<file path="config.mk">
export PLATFORM = sky130hd
export DESIGN_NAME = serial_char_tx
export DESIGN_NICKNAME = d
export VERILOG_FILES = /design/src/rtl/sct_pkg.sv /design/src/rtl/sct_hold.sv /design/src/rtl/sct_parity.sv /design/src/rtl/sct_fsm.sv /design/src/rtl/serial_char_tx.sv
export SDC_FILE = /design/constraint.sdc
export NUM_CORES = 1
export LEC_CHECK = 0
export BUFFER_PORTS_ARGS = -buffer_cell sky130_fd_sc_hd__buf_2
export CAP_MARGIN = 40
export CORE_MARGIN = 2
export CORE_UTILIZATION = 50
export CTS_CLUSTER_DIAMETER = 120
export DETAILED_ROUTE_END_ITERATION = 10
export GPL_ROUTABILITY_DRIVEN = 0
export HOLD_SLACK_MARGIN = 0.05
export PLACE_DENSITY_LB_ADDON = 0.25
export REMOVE_ABC_BUFFERS = 1
export SKIP_CTS_REPAIR_TIMING = 1
export SYNTH_ARGS = -nofsm -noshare
export SYNTH_HDL_FRONTEND = slang
export SYNTH_SLANG_ARGS = --single-unit
</file>
<file path="constraint.sdc">
create_clock -name clk -period 6 [get_ports clk]
set_input_delay 0.3 -clock clk [delete_from_list [all_inputs] [get_ports clk]]
set_output_delay 0.3 -clock clk [all_outputs]
set_load 0.03 [all_outputs]
</file>
<file path="src/rtl/sct_pkg.sv">
package sct_pkg;

    // Field positions inside the line-control byte
    localparam int LC_LEN   = 0;
    localparam int LC_STOP  = 2;
    localparam int LC_PEN   = 3;
    localparam int LC_EVEN  = 4;
    localparam int LC_STICK = 5;
    localparam int LC_BRK   = 6;

    typedef enum logic [2:0] {
        ST_IDLE,
        ST_START,
        ST_DATA,
        ST_PARITY,
        ST_STOP,
        ST_BREAK,
        ST_GUARD
    } tx_state_t;

    typedef struct packed {
        logic [1:0] len;
        logic       long_stop;
        logic       par_en;
        logic       par_even;
        logic       par_stick;
    } frame_cfg_t;

    function automatic frame_cfg_t decode_ctrl(input logic [5:0] c);
        frame_cfg_t f;
        f.len       = c[LC_LEN +: 2];
        f.long_stop = c[LC_STOP];
        f.par_en    = c[LC_PEN];
        f.par_even  = c[LC_EVEN];
        f.par_stick = c[LC_STICK];
        return f;
    endfunction

endpackage

</file>
<file path="src/rtl/sct_hold.sv">
module sct_hold #(
    parameter int DATA_W = 8
) (
    input  logic              clk,
    input  logic              rst_n,
    input  logic              push,
    input  logic              pop,
    input  logic [DATA_W-1:0] din,
    output logic              full,
    output logic [DATA_W-1:0] dout
);

    logic              full_q;
    logic [DATA_W-1:0] data_q;

    always_ff @(posedge clk or negedge rst_n) begin
        if (!rst_n) begin
            full_q <= 1'b0;
            data_q <= '0;
        end else if (push && !full_q) begin
            full_q <= 1'b1;
            data_q <= din;
        end else if (pop) begin
            full_q <= 1'b0;
        end
    end

    assign full = full_q;
    assign dout = data_q;

endmodule

</file>
<file path="src/rtl/sct_parity.sv">
module sct_parity #(
    parameter int DATA_W   = 8,
    parameter int MIN_BITS = 5
) (
    input  logic [DATA_W-1:0] data,
    input  logic [1:0]        len,
    input  logic              even,
    input  logic              stick,
    output logic              par
);

    logic [DATA_W-1:0] used;

    // Keep only the bits that belong to the selected character length
    for (genvar i = 0; i < DATA_W; i++) begin : g_mask
        assign used[i] = data[i] & ((MIN_BITS + int'(len)) > i);
    end

    always_comb begin
        if (stick) par = ~even;
        else if (even) par = ^used;
        else par = ~(^used);
    end

endmodule

</file>
<file path="src/rtl/sct_fsm.sv">
module sct_fsm
    import sct_pkg::*;
#(
    parameter int DATA_W   = 8,
    parameter int OVS      = 16,
    parameter int MIN_BITS = 5
) (
    input  logic              clk,
    input  logic              rst_n,
    input  logic              tick,
    input  logic              brk,
    input  logic              hold_full,
    input  logic [DATA_W-1:0] hold_data,
    input  logic [1:0]        cfg_len,
    input  logic              cfg_long_stop,
    input  logic              cfg_par_en,
    input  logic              par_in,
    output logic              pop,
    output logic              txd,
    output tx_state_t         state_o
);

    localparam int CNT_W = $clog2(2 * OVS);
    localparam int IDX_W = $clog2(DATA_W);
    localparam int HALF  = OVS / 2;
    localparam logic [CNT_W-1:0] LIM_BIT   = CNT_W'(OVS - 1);
    localparam logic [CNT_W-1:0] LIM_ONEHF = CNT_W'(3 * HALF - 1);
    localparam logic [CNT_W-1:0] LIM_TWO   = CNT_W'(2 * OVS - 1);

    tx_state_t         state_q, state_d;
    logic [CNT_W-1:0]  cnt_q;
    logic [IDX_W-1:0]  idx_q;
    logic [DATA_W-1:0] shreg_q;
    logic [1:0]        len_q;
    logic              lstop_q;
    logic              pen_q;
    logic              par_q;

    logic [CNT_W-1:0]  lim;
    logic [IDX_W-1:0]  last_idx;
    logic              bit_end;
    logic              timed;
    logic              line;

    // Tick limit for the bit now on the wire
    always_comb begin
        lim = LIM_BIT;
        if (state_q == ST_STOP && lstop_q)
            lim = (len_q == 2'd0) ? LIM_ONEHF : LIM_TWO;
    end

    assign last_idx = IDX_W'(MIN_BITS - 1 + int'(len_q));
    assign bit_end  = tick && (cnt_q == lim);
    assign timed    = (state_q != ST_IDLE) && (state_q != ST_BREAK);

    // Next-state logic
    always_comb begin
        state_d = state_q;
        pop     = 1'b0;
        unique case (state_q)
            ST_IDLE: begin
                if (brk) state_d = ST_BREAK;
                else if (hold_full) begin
                    state_d = ST_START;
                    pop     = 1'b1;
                end
            end
            ST_START: begin
                if (bit_end) state_d = ST_DATA;
            end
            ST_DATA: begin
                if (bit_end && idx_q == last_idx)
                    state_d = pen_q ? ST_PARITY : ST_STOP;
            end
            ST_PARITY: begin
                if (bit_end) state_d = ST_STOP;
            end
            ST_STOP: begin
                if (bit_end) begin
                    if (brk) state_d = ST_BREAK;
                    else if (hold_full) begin
                        state_d = ST_START;
                        pop     = 1'b1;
                    end else state_d = ST_IDLE;
                end
            end
            ST_BREAK: begin
                if (!brk) state_d = ST_GUARD;
            end
            ST_GUARD: begin
                if (brk) state_d = ST_BREAK;
                else if (bit_end) begin
                    if (hold_full) begin
                        state_d = ST_START;
                        pop     = 1'b1;
                    end else state_d = ST_IDLE;
                end
            end
            default: state_d = ST_IDLE;
        endcase
    end

    // State register
    always_ff @(posedge clk or negedge rst_n) begin
        if (!rst_n) state_q <= ST_IDLE;
        else state_q <= state_d;
    end

    // Tick counter, shifter and frame settings
    always_ff @(posedge clk or negedge rst_n) begin
        if (!rst_n) begin
            cnt_q   <= '0;
            idx_q   <= '0;
            shreg_q <= '0;
            len_q   <= '0;
            lstop_q <= 1'b0;
            pen_q   <= 1'b0;
            par_q   <= 1'b0;
        end else begin
            if (state_d != state_q || bit_end || !timed) cnt_q <= '0;
            else if (tick) cnt_q <= cnt_q + 1'b1;

            if (pop) begin
                shreg_q <= hold_data;
                idx_q   <= '0;
                len_q   <= cfg_len;
                lstop_q <= cfg_long_stop;
                pen_q   <= cfg_par_en;
                par_q   <= par_in;
            end else if (state_q == ST_DATA && bit_end) begin
                shreg_q <= {1'b0, shreg_q[DATA_W-1:1]};
                idx_q   <= idx_q + 1'b1;
            end
        end
    end

    // Output decode
    always_comb begin
        unique case (state_q)
            ST_START:  line = 1'b0;
            ST_DATA:   line = shreg_q[0];
            ST_PARITY: line = par_q;
            default:   line = 1'b1;
        endcase
        txd = line & ~brk;
    end

    assign state_o = state_q;

endmodule

</file>
<file path="src/rtl/serial_char_tx.sv">
module serial_char_tx
    import sct_pkg::*;
#(
    parameter int DATA_W   = 8,
    parameter int OVS      = 16,
    parameter int MIN_BITS = 5
) (
    input  logic              clk,
    input  logic              rst_n,
    input  logic              baud_tick,
    input  logic [7:0]        line_ctrl,
    input  logic              load,
    input  logic [DATA_W-1:0] load_data,
    output logic              busy,
    output logic              txd,
    output logic              hold_empty,
    output logic              tx_empty
);

    frame_cfg_t        cfg;
    logic              hold_full;
    logic              pop;
    logic              par_bit;
    logic [DATA_W-1:0] hold_data;
    tx_state_t         fsm_state;
    logic              ctrl_unused;

    assign cfg         = decode_ctrl(line_ctrl[5:0]);
    assign ctrl_unused = line_ctrl[7];

    sct_hold #(.DATA_W(DATA_W)) u_hold (
        .clk   (clk),
        .rst_n (rst_n),
        .push  (load),
        .pop   (pop),
        .din   (load_data),
        .full  (hold_full),
        .dout  (hold_data)
    );

    sct_parity #(.DATA_W(DATA_W), .MIN_BITS(MIN_BITS)) u_par (
        .data  (hold_data),
        .len   (cfg.len),
        .even  (cfg.par_even),
        .stick (cfg.par_stick),
        .par   (par_bit)
    );

    sct_fsm #(.DATA_W(DATA_W), .OVS(OVS), .MIN_BITS(MIN_BITS)) u_fsm (
        .clk           (clk),
        .rst_n         (rst_n),
        .tick          (baud_tick),
        .brk           (line_ctrl[LC_BRK]),
        .hold_full     (hold_full),
        .hold_data     (hold_data),
        .cfg_len       (cfg.len),
        .cfg_long_stop (cfg.long_stop),
        .cfg_par_en    (cfg.par_en),
        .par_in        (par_bit),
        .pop           (pop),
        .txd           (txd),
        .state_o       (fsm_state)
    );

    assign busy       = hold_full;
    assign hold_empty = ~hold_full;
    assign tx_empty   = ~hold_full && (fsm_state == ST_IDLE);

endmodule

</file>
---- After elaboration in Yosys (flattened, before gate mapping) ----
Index checks and enable logic that the tools add are counted.
operators by class
  $add $sub $neg .......................... 4
  order comparisons ....................... 8
  equal/unequal tests ..................... 10
  multiplexer cells ....................... 32
  reduce and logical (&&, ||, !) cells .... 18
  bitwise gates (word level) .............. 13
operator list
  cell                                                                              number
  32-bit by 4-bit greater-than comparator with 1-bit output, second input constant  4
  32-bit by 3-bit greater-than comparator with 1-bit output, second input constant  2
  3-bit two-way mux                                                                 13
  32-bit by 2-bit greater-than comparator with 1-bit output, second input constant  1
  3-bit one-hot mux with 7 select lines                                             1
  8-bit two-way mux                                                                 2
  5-bit two-way mux                                                                 3
  1-bit two-way mux                                                                 10
  1-bit AND                                                                         9
  3-bit equality test, second input constant                                        3
  8-bit XOR reduction                                                               1
  1-bit logical AND                                                                 7
  3-bit by 2-bit equality test with 1-bit output, second input constant             2
  1-bit one-hot mux with 3 select lines                                             2
  2-bit nonzero test                                                                3
  5-bit by 1-bit adder with 5-bit output, second input constant                     1
  5-bit equality test                                                               1
  3-bit by 2-bit adder with 4-bit output, first input constant                      1
  4-bit by 1-bit greater-than comparator with 1-bit output, second input constant   1
  4-bit two-way mux                                                                 1
  1-bit inverter                                                                    4
  3-bit by 1-bit adder with 3-bit output, second input constant                     1
  3-bit by 2-bit adder with 3-bit output, first input constant                      1
  3-bit by 1-bit equality test with 1-bit output, second input constant             1
  8 further kinds                                                                   10
storage, ports and cells
  bits of input ports ..................... 20
  logic and storage cells ................. 95
  bits in registers ....................... 33
  output and inout bits ................... 4

---- Depth between registers and ports, before layout ----
Gate-level depths: netlist (run 1).
  depth in word-level cells ............... 12
  gate-level depth with buffers ........... 9

---- Modules after synthesis ----
A second synthesis (run 1) with hierarchy kept.
second synthesis, totals
  cell total of the unflattened synthesis .. 167
  area, all modules ....................... 1928.1 µm²
modules (own cells, without submodules)
  module          area each (µm²)  cells each  seq. area each (µm²)  times used
  sct_fsm         1403.8           131         600.6                 1
  sct_hold        374.1            21          225.2                 1
  sct_parity      133.9            13          0.0                   1
  serial_char_tx  16.3             2           0.0                   1

---- Worst setup path before layout (run 1) ----
No wires, ideal clock.
  path kind ............................... flip-flop to output port
  start point ............................. register u_fsm.state_q[0], in the netlist u_fsm.state_o[0]
  end point ............................... output port tx_empty
  arrival time ............................ 1649 ps
  path slack .............................. 4051 ps
  cell stages (with the launch flop) ...... 3
  cell sequence ........................... dfrtp_1 > clkbuf_1 > nor4_1
on the way
  longest elaborated chain between the ends .. 2
RTL lines
  what                    line                  source
  from (decl)             sct_fsm.sv:30         tx_state_t state_q, state_d;
  from (signal assigned)  sct_fsm.sv:106        else state_q <= state_d;
  3-bit zero test         serial_char_tx.sv:67  assign tx_empty = ~hold_full && (fsm_state == ST_IDLE);
  1-bit logical AND       serial_char_tx.sv:67
  to (decl)               serial_char_tx.sv:17  output logic tx_empty
Every way passes these cells.

---- Worst setup path in the final report (run 1) ----
  start point ............................. register u_fsm.state_q[2], in the netlist u_fsm.state_o[2]
  end point ............................... register u_fsm.len_q[0]
on the way
  longest elaborated chain between the ends .. 8
  elaborated cells on any way between the ends .. 11
  those cells by class .................... eq/ne (3); mux (5); reduce/logical (3)
RTL lines
  what                                       line                          source
  3-bit equality test                        sct_fsm.sv:48, sct_fsm.sv:60
  1-bit logical AND                          sct_fsm.sv:48                 if (state_q == ST_STOP && lstop_q)
  5-bit two-way mux                          sct_fsm.sv:48
  5-bit equality test                        sct_fsm.sv:53                 assign bit_end = tick && (cnt_q == lim);
  1-bit logical AND                          sct_fsm.sv:53
  1-bit two-way mux                          sct_fsm.sv:92                 else if (bit_end) begin
  1-bit two-way mux                          sct_fsm.sv:91                 if (brk) state_d = ST_BREAK;
  1-bit one-hot mux with 3 select lines (*)  sct_fsm.sv:60                 unique case (state_q)
  to (signal assigned)                       sct_fsm.sv:126                len_q <= cfg_len;
  to (decl)                                  sct_fsm.sv:34                 logic [1:0] len_q;
Every way passes the cells marked *; elsewhere a longest branch is shown, timed or not.
A chain may end at the register's enable or synchronous reset.

==> impl_metrics.py, run 1 <==
metrics = {
    "sta": {
        "hold_viol": 0,
        "fmax_ghz": 0.3988,
        "skew_ns": 0.002922,
        "maxSlewViolCount": 0,
        "finalCritPeriodShare_pct": 41.79,
        "maxSlewHeadroom_pct": 51.31,
        "fin_crit_ns": 2.508,
        "setup_viol": 0,
        "grt_setup_unrepaired": "no",
        "fin_setup_tns_ns": 0,
        "tightest_slew_ns": 0.7304,
    },
    "logic_synthesis": {
        "synth_cell_types": 40,
        "ys.flop_type": "dfrtp_1",
        "yosysTopAreaCellShare_pct": 43.91,
        "synth_area_leader_cell": "dfrtp_1",
        "netlist_area_sq_um": 1881,
        "synth-seq-cells": 33,
        "synth-edff-count": 0,
        "ys_top_cells_by_area": "dfrtp_1 (44%), xnor2_1 (6.1%), mux2_2 (4.8%)",
        "ys.warnings.count": 0,
        "postSynth.asyncResetShare_pct": 100.0,
        "yosysSeqAreaShare_pct": 43.91,
        "avgSynthCellArea_sq_um": 10.39,
        "syn_inst": 181,
    },
    "floorplanning": {
        "die_h_um": 65.33,
        "io_pins": 24,
        "core_sq_um": 3633,
        "die_w_um": 65.33,
        "rows": 22,
        "initial_core_util_pct": 51.76,
        "die_area_sq_um": 4267,
    },
    "clock_network": {
        "clock_sinks": 33,
        "cts_max_path_buffers": 2,
        "root_buffer": "clkbuf_8",
        "htree_levels": 2,
        "clk_pin_slew_worst_paths_ns": 0.07,
        "cts_tree": "yes",
        "worstSkewPairLatency_ns": 0.28,
        "cts-buffers-inserted": 5,
    },
    "finish": {
        "drive_above_1_share_pct": 24.26,
        "fillers": 348,
        "area_growth_pct": 11.04,
        "fin_nets": 227,
        "num_antenna_cells": 0,
        "fin_cells": 250,
    },
    "power_and_ir_drop": {
        "p_clk_share_pct": 19.5,
        "combinationalPowerShare_pct": 36.1,
        "p_int_mw": 0.6023,
        "power.switching_mw": 0.3244,
        "power.share.switching_pct": 35.01,
        "p_leak_nw": 0.9765,
        "power_density_nw_per_um2": 443.8,
        "power_frac_seq_pct": 44.4,
        "ir_worst_vdd_mv": 0.2736,
    },
    "grt": {
        "grt_pass1_wl_um": 5809,
        "gr-usage-met2_pct": 31.25,
        "overflow": 0,
        "grt_usage_pct": 17.80,
        "grt_max_degree": 34,
        "use_met1_pct": 21.12,
        "busiest_layer": "met2",
        "grt_pass1_vias": 1327,
        "antenna_found_initial": 0,
        "grtUsageMet3_pct": 4.623,
    },
    "placed_design": {
        "hpwlAfterDp_um": 2478,
        "portBuffers": 22,
        "placed_cells": 242,
    },
    "critical_path": {
        "path_cells": "nor4bb_4 -> o211ai_1 -> a21oi_4 -> a31o_1 -> buf_8 -> mux2_1",
        "critPathKind": "flip-flop to flip-flop",
        "slowest_delay_ns": 0.64,
        "cp_max_fo": 22,
        "slowest_stage": "dfrtp_1",
        "cp-start-kind": "flip-flop",
        "cp-end-kind": "flip-flop",
        "required_ns": 6.16,
        "r2r_cells": 6,
        "crit_arrival_ns": 2.67,
    },
    "routing": {
        "drtIter0Drc": 57,
        "num_vias": 1334,
        "wire_per_inst_um": 13.30,
        "via_per_inst": 5.336,
        "routed_wl_um": 3326,
        "ant_nets": 0,
        "drc_errors": 0,
        "drt_pass1_iterations": 4,
    },
    "flow_run": {
        "cap_violations": 0,
    },
    "outcome": {
        "status": "finished clean",
    },
    "min_path": {
        "hp-class": "primary input to async pin",
    },
}
[final timing paths]
check                                   end             start  slack, ns
setup / recovery             u_fsm.len_q[0]  u_fsm.state_o[2]       3.49
hold / removal             u_fsm.state_o[1]             rst_n       0.07
setup reg to reg             u_fsm.len_q[0]  u_fsm.state_o[2]       3.49
hold reg to reg            u_fsm.shreg_q[4]    u_hold.dout[4]       0.50
max in group asynchronous    u_fsm.idx_q[1]             rst_n       5.45
min in group clk                u_fsm.pen_q      line_ctrl[3]       0.23
[placed cells by master (no fill, tap or decap), drive strengths merged]
cell	synthesis	layout
a31o	2	2
a21o	1	1
or3	3	3
nand3	3	3
and3	2	2
mux2	11	11
buf	5	23
nor4bb	1	1
xor2	2	2
nor2	20	20
a21boi	2	2
o21a	1	1
nand4	2	2
ha	6	6
nand2	15	15
nor3	3	3
inv	10	10
clkbuf	5	7
a311oi	1	1
a211o	3	3
a32oi	1	1
mux2i	8	8
o21ai	11	11
o221ai	2	2
o211ai	1	1
dfrtp	33	33
nor4	1	1
nor3b	2	2
xnor2	13	13
nor2b	3	3
a31oi	1	1
clkinv	1	2
a21oi	5	5
o311ai	1	1
[worst max-delay path: cells and delay by family (launching register included)]
kind,cells,cell delay (ns)
buffers and inverters,1,0.23
AND/OR/NAND/NOR,1,0.32
multiplexers,1,0.34
flip-flops,1,0.64
AO/OA/AOI/OAI,3,0.84
[logic make-up (layout without fill, tap and decap cells)]
group / count (synthesis) / count (layout) / share of synthesized area [%]
flip-flops: 33 / 33 / 43.91
buffers and inverters: 21 / 42 / 6.387
adder cells (fa/ha/maj): 6 / 6 / 3.992
AO/OA/AOI/OAI: 32 / 32 / 13.24
XOR/XNOR: 15 / 15 / 6.986
multiplexers: 19 / 19 / 10.85
AND/OR/NAND/NOR: 55 / 55 / 14.64
[final cells by class]
cell class / instances / area, sq um / area share (%)
timing repair buffer: 23 / 125.1 / 5.992
sequential: 33 / 825.8 / 39.54
clock inverter: 1 / 5.005 / 0.2397
inverter: 11 / 41.29 / 1.977
clock buffer: 7 / 96.34 / 4.614
tap: 48 / 60.06 / 2.876
multi-input combinational: 127 / 934.6 / 44.76
[power by group through the flow]
stage | sequential, mW | clock [mW] | combinational, mW
final | 0.412 | 0.180 | 0.335
after global placement | 0.409 | 0 | 0.322
after floorplan | 0.392 | 0 | 0.276
after global routing | 0.426 | 0.196 | 0.384
after detailed placement | 0.416 | 0 | 0.340
after CTS | 0.412 | 0.188 | 0.342
[registers in the layout (all words and copies together), names as in the netlist]
signal	cells
u_fsm.cnt_q	5
u_fsm.idx_q	3
u_fsm.len_q	2
u_fsm.lstop_q	1
u_fsm.par_q	1
u_fsm.pen_q	1
u_fsm.shreg_q	8
u_fsm.state_o	3
u_hold.dout	8
u_hold.full	1
[synthesized netlist by cell type, drive strengths merged (5+ instances only)]
cell,n
clkbuf,5
nand2,15
xnor2,13
a21oi,5
nor2,20
inv,10
dfrtp,33
buf,5
mux2i,8
o21ai,11
ha,6
mux2,11
[routing by layer]
metal / vias to the layer above / routed length, um / part of all wire (%)
li1: 662 / - / -
met2: 26 / 1704 / 51
met5: - / 0 / 0
met4: 0 / 48 / 1.4
met1: 641 / 1438 / 43
met3: 5 / 134 / 4.0
[stage by stage]
step	setup WS (ns)	instance area [sq um]	util (%)	power, mW	hold WS [ns]
after floorplan	3.502	1802	-	0.6682	0.004409
after global placement	3.174	1972	54.27	0.7313	0.3997
after detailed placement	3.491	1987	54.68	0.7562	0.4044
after CTS	3.476	2088	57.47	0.9417	0.09486
after global routing	3.291	2088	57.47	1.006	0.1261
final	3.492	2088	57.47	0.9267	0.07437
(Power assumes the default switching activity.)
==> run 2, diff against run 1 <==
==> constraint.sdc (replaced) <==
create_clock -name clk -period 2.3 [get_ports clk]
set_input_delay 0.115 -clock clk [delete_from_list [all_inputs] [get_ports clk]]
set_output_delay 0.115 -clock clk [all_outputs]
set_load 0.03 [all_outputs]
==> run 2 against run 1 <==
Setup slack worse by 3.3 ns; routed wire length up 2.9%; sequential power rose to 2.5 times the previous value; maximum frequency up 20%; die area unchanged; highest routed layer unchanged; register-to-register slack worse by 3.3 ns; sequential share of layout area down 1.4 points; largest power group unchanged; critical endpoint is now u_fsm.idx_q[2].
==> impl_metrics.py, run 2 (synthesis results as in run 1) <==
metrics = {
    "outcome": {
        "status": "finished clean",
    },
    "sta": {
        "maxSlewHeadroom_pct": 52.86,
        "fin_crit_ns": 2.083,
        "hold_viol": 0,
        "tightest_slew_ns": 0.7071,
        "setup_viol": 0,
        "fmax_ghz": 0.4801,
        "maxSlewViolCount": 0,
        "grt_setup_unrepaired": "no",
        "finalCritPeriodShare_pct": 90.56,
        "skew_ns": 0.005946,
    },
    "finish": {
        "num_antenna_cells": 0,
        "fin_nets": 237,
        "area_growth_pct": 15.17,
        "layout_commonest_cell": "dfrtp_1",
        "fin_cells": 260,
        "multiInputGateArea_sq_um": 934.6,
        "seq_area_sq_um": 825.8,
        "final_cell_mix": "dfrtp_1 (33), buf_2 (22), nor2_1 (20)",
        "drive_above_1_share_pct": 25.94,
        "fillers": 337,
    },
    "placed_design": {
        "portBuffers": 22,
        "hpwlAfterDp_um": 2565,
        "placed_cells": 248,
    },
    "routing": {
        "drt_pass1_iterations": 4,
        "via_per_inst": 5.296,
        "drtIter0Drc": 70,
        "routed_wl_um": 3422,
        "num_vias": 1377,
        "ant_nets": 0,
        "drc_errors": 0,
        "wire_per_inst_um": 13.16,
    },
    "critical_path": {
        "cp-start-kind": "flip-flop",
        "cp-end-kind": "flip-flop",
        "critPathKind": "flip-flop to flip-flop",
        "rrSetupSlack_ns": 0.22,
        "crit_arrival_ns": 2.24,
        "required_ns": 2.46,
        "cp_max_fo": 13,
    },
    "floorplanning": {
        "core_sq_um": 3633,
        "initial_core_util_pct": 51.76,
        "io_pins": 24,
        "die_area_sq_um": 4267,
        "die_h_um": 65.33,
        "rows": 22,
        "die_w_um": 65.33,
    },
    "power_and_ir_drop": {
        "p_leak_nw": 1.021,
        "power_density_nw_per_um2": 1135,
        "power_mw": 2.458,
        "ir_worst_vdd_mv": 0.5992,
    },
    "clock_network": {
        "cts_tree": "yes",
        "root_buffer": "clkbuf_8",
        "htree_levels": 2,
        "clk_pin_slew_worst_paths_ns": 0.07,
        "cts_max_path_buffers": 2,
        "worstSkewPairLatency_ns": 0.28,
        "clock_sinks": 33,
        "cts-buffers-inserted": 5,
    },
    "grt": {
        "grt_pass1_wl_um": 6203,
        "overflow": 0,
        "grt_usage_pct": 19.26,
        "grt_pass1_vias": 1389,
        "grt_max_degree": 34,
        "antenna_found_initial": 0,
    },
    "flow_run": {
        "cap_violations": 0,
    },
    "min_path": {
        "hp-class": "primary input to flip-flop",
    },
}
-- run 2: cell types whose count changed in the layout (fill, tap and decap cells not counted) --
cell and delta:
buf_4 +7, buf_8 -1, dlygate4sd3_1 +4
-- run 2: power by group --
group / internal (mW) / switching, mW
combinational: 0.496 / 0.455
sequential: 0.830 / 0.201
clock: 0.270 / 0.206
total: 1.60 / 0.862
-- run 2: metal layers --
layer  GRT usage [%]  up-vias  share of wire [%]  routed length (um)
met5               0        -                  0                   0
met4           8.594        0                2.0                  69
met3           4.623        7                4.0                 137
met2           32.65       34                 51                1748
met1           23.21      655                 43                1465
li1                -      681                  -                   -
-- run 2: stage by stage --
| step | utilization [%] | TNS, ns | cell area, sq um | hold WS (ns) | setup WS, ns |
|---|---|---|---|---|---|
| floorplan | - | -0.7930 | 1802 | -0.1806 | -0.1979 |
| global placement | 55.72 | 0 | 2024 | 0.2155 | 0.2744 |
| detailed placement | 55.72 | 0 | 2024 | 0.2173 | 0.2271 |
| CTS | 58.51 | 0 | 2126 | -0.09301 | 0.1989 |
| global route | 59.61 | 0 | 2166 | 0.05616 | 0.03309 |
| finish | 59.61 | 0 | 2166 | 0.04605 | 0.2170 |
-- run 2: path summary, 6_finish.rpt --
path,from,to,cells after the start
setup / recovery,u_fsm.state_o[1],u_fsm.idx_q[2],7
hold / removal,line_ctrl[2],u_fsm.lstop_q,2
setup reg to reg,u_fsm.state_o[1],u_fsm.idx_q[2],7
hold reg to reg,u_fsm.lstop_q,u_fsm.lstop_q,1
max in group asynchronous,rst_n,u_hold.full,2
min in group asynchronous,rst_n,u_fsm.state_o[1],2
-- run 2: critical path, stage by stage, from the launching register on --
cell and delay (ns):
dfrtp_1 0.40, buf_4 0.20, inv_1 0.10, or3_1 0.36, a211o_1 0.50, nor2_1 0.21, xnor2_1 0.14, nor2_1 0.05
-- run 2: area by class of cell --
cell class	count	area share, %
clock buffers	7	4.448
multi-input cells	127	43.15
inverters	11	1.906
clock inverters	1	0.2311
well taps	48	2.773
repair buffers	33	9.359
flip-flops and latches	33	38.13
==> run 3, diff against run 2 <==
--- a/config.mk
+++ b/config.mk
@@ -7,6 +7,7 @@
 export LEC_CHECK = 0
 export BUFFER_PORTS_ARGS = -buffer_cell sky130_fd_sc_hd__buf_2
 export CAP_MARGIN = 40
+export CORE_ASPECT_RATIO = 0.9
 export CORE_MARGIN = 2
 export CORE_UTILIZATION = 50
 export CTS_CLUSTER_DIAMETER = 120
==> run 3 against run 2 <==
First-iteration DRC count grew 21%; via count shrank 1.1%; sequential cell count is the same; combinational power shrank 2%; critical path type unchanged; critical endpoint unchanged; largest power group unchanged.
==> impl_metrics.py, run 3 (synthesis results as in run 1) <==
metrics = {
    "outcome": {
        "status": "finished clean",
    },
    "routing": {
        "num_vias": 1362,
        "wire_per_inst_um": 12.91,
        "drc_errors": 0,
        "via_per_inst": 5.279,
        "routed_wl_um": 3331,
        "drt_pass1_iterations": 4,
        "ant_nets": 0,
        "drtIter0Drc": 85,
    },
    "critical_path": {
        "crit_arrival_ns": 2.22,
        "cp-end-kind": "flip-flop",
        "crit_top_cell": "nor2_1",
        "reg2reg_to": "u_fsm.idx_q[2]",
        "r2r_cells": 7,
        "rrSetupSlack_ns": 0.25,
        "slowest_stage": "a211o_1",
        "critPathKind": "flip-flop to flip-flop",
        "slowest_delay_ns": 0.49,
        "crit-reg2reg-launch": "u_fsm.state_o[1]",
        "required_ns": 2.47,
        "cp_max_fo": 13,
        "path_cells": "buf_4 -> inv_1 -> or3_1 -> a211o_1 -> nor2_1 -> xnor2_1 -> nor2_1",
        "cp-start-kind": "flip-flop",
    },
    "sta": {
        "setup_viol": 0,
        "finalCritPeriodShare_pct": 89.04,
        "fmax_ghz": 0.4883,
        "fin_crit_ns": 2.048,
        "tightest_slew_ns": 0.7505,
        "skew_ns": 0.005621,
        "hold_viol": 0,
        "maxSlewHeadroom_pct": 49.97,
        "whs_ns": 0.05597,
        "maxSlewViolCount": 0,
        "fin_setup_tns_ns": 0,
        "grt_setup_unrepaired": "no",
    },
    "floorplanning": {
        "initial_core_util_pct": 51.49,
        "core_sq_um": 3652,
        "rows": 21,
        "die_w_um": 68.65,
        "io_pins": 24,
        "die_h_um": 62.18,
        "die_area_sq_um": 4268,
    },
    "placed_design": {
        "hpwlAfterDp_um": 2431,
        "portBuffers": 22,
    },
    "flow_run": {
        "cap_violations": 0,
    },
    "clock_network": {
        "cts-buffers-inserted": 5,
        "cts_max_path_buffers": 2,
        "cts_tree": "yes",
        "htree_levels": 2,
        "root_buffer": "clkbuf_8",
        "worstSkewPairLatency_ns": 0.29,
        "clock_sinks": 33,
        "clk_pin_slew_worst_paths_ns": 0.07,
    },
    "min_path": {
        "whs_path_depth": 2,
        "hold_end": "u_hold.dout[1]",
        "hp-class": "primary input to flip-flop",
        "hp-start": "load_data[1]",
    },
    "finish": {
        "fillers": 323,
        "final_cell_mix": "dfrtp_1 (33), buf_2 (22), nor2_1 (20)",
        "seq_area_sq_um": 825.8,
        "multiInputGateArea_sq_um": 934.6,
        "num_antenna_cells": 0,
        "drive_above_1_share_pct": 25.47,
        "fin_nets": 237,
        "fin_util_pct": 59.64,
        "layout_commonest_cell": "dfrtp_1",
        "area_growth_pct": 15.84,
    },
    "grt": {
        "grt_pass1_wl_um": 5871,
        "grt_max_degree": 34,
        "overflow": 0,
        "grt_pass1_vias": 1319,
        "antenna_found_initial": 0,
        "grt_usage_pct": 18.36,
    },
    "power_and_ir_drop": {
        "p_leak_nw": 1.027,
        "power_density_nw_per_um2": 1158,
        "ir_worst_vdd_mv": 0.4916,
    },
}
## run 3: per-stage QoR
| step | area [sq um] | power [mW] | setup WS (ns) | std cells |
|---|---|---|---|---|
| 2_1_floorplan | 1802 | 1.743 | -0.1979 | 171 |
| 5_1_grt | 2178 | 2.736 | 0.1036 | 258 |
| 3_3_place_gp | 2022 | 1.920 | 0.2831 | 246 |
| 4_1_cts | 2138 | 2.554 | 0.2586 | 254 |
| 6_report | 2178 | 2.524 | 0.2522 | 258 |
| 3_5_place_dp | 2022 | 1.980 | 0.2662 | 246 |
## run 3: area by class of cell
class / count / share of cell area (%)
Sequential cell: 33 / 37.91
Tap cell: 46 / 2.642
Clock inverter: 1 / 1.379
Clock buffer: 7 / 3.963
Multi-Input combinational cell: 127 / 42.91
Inverter: 11 / 1.895
Timing Repair Buffer: 33 / 9.305
## run 3: critical path: cells and delay by family, from the launching register on
family          cells  cell delay (ns)
simple gates        3             0.61
compound gates      1             0.49
flops               1             0.39
buf+inv             2             0.30
xor+xnor            1             0.14
## run 3: power breakdown
| part | switching [mW] | internal (mW) | total [mW] | leakage [nW] |
|---|---|---|---|---|
| logic | 0.442 | 0.494 | 0.936 | 0.557 |
| registers | 0.195 | 0.830 | 1.03 | 0.411 |
| clock network | 0.210 | 0.353 | 0.563 | 0.0585 |
## run 3: worst max-delay path by stage
stage	from	end	slack [ns]
after floorplan	u_fsm.state_o[2]	u_fsm.len_q[0]	-0.20
after global placement	u_fsm.state_o[0]	u_fsm.par_q	0.28
after detailed placement	u_fsm.state_o[0]	u_fsm.par_q	0.27
after CTS	u_fsm.state_o[1]	u_fsm.idx_q[2]	0.26
after global routing	u_fsm.state_o[1]	u_fsm.idx_q[2]	0.10
final	u_fsm.state_o[1]	u_fsm.idx_q[2]	0.25
## run 3: per-layer routing
metal | GRT usage (%) | vias to the layer above | share of wire [%] | wire length (um)
li1 | - | 677 | - | -
met1 | 23.81 | 657 | 46 | 1526
met2 | 28.61 | 23 | 48 | 1585
met3 | 5.978 | 5 | 4.7 | 157
met4 | 6.000 | 0 | 1.8 | 61
met5 | 0 | - | 0 | 0
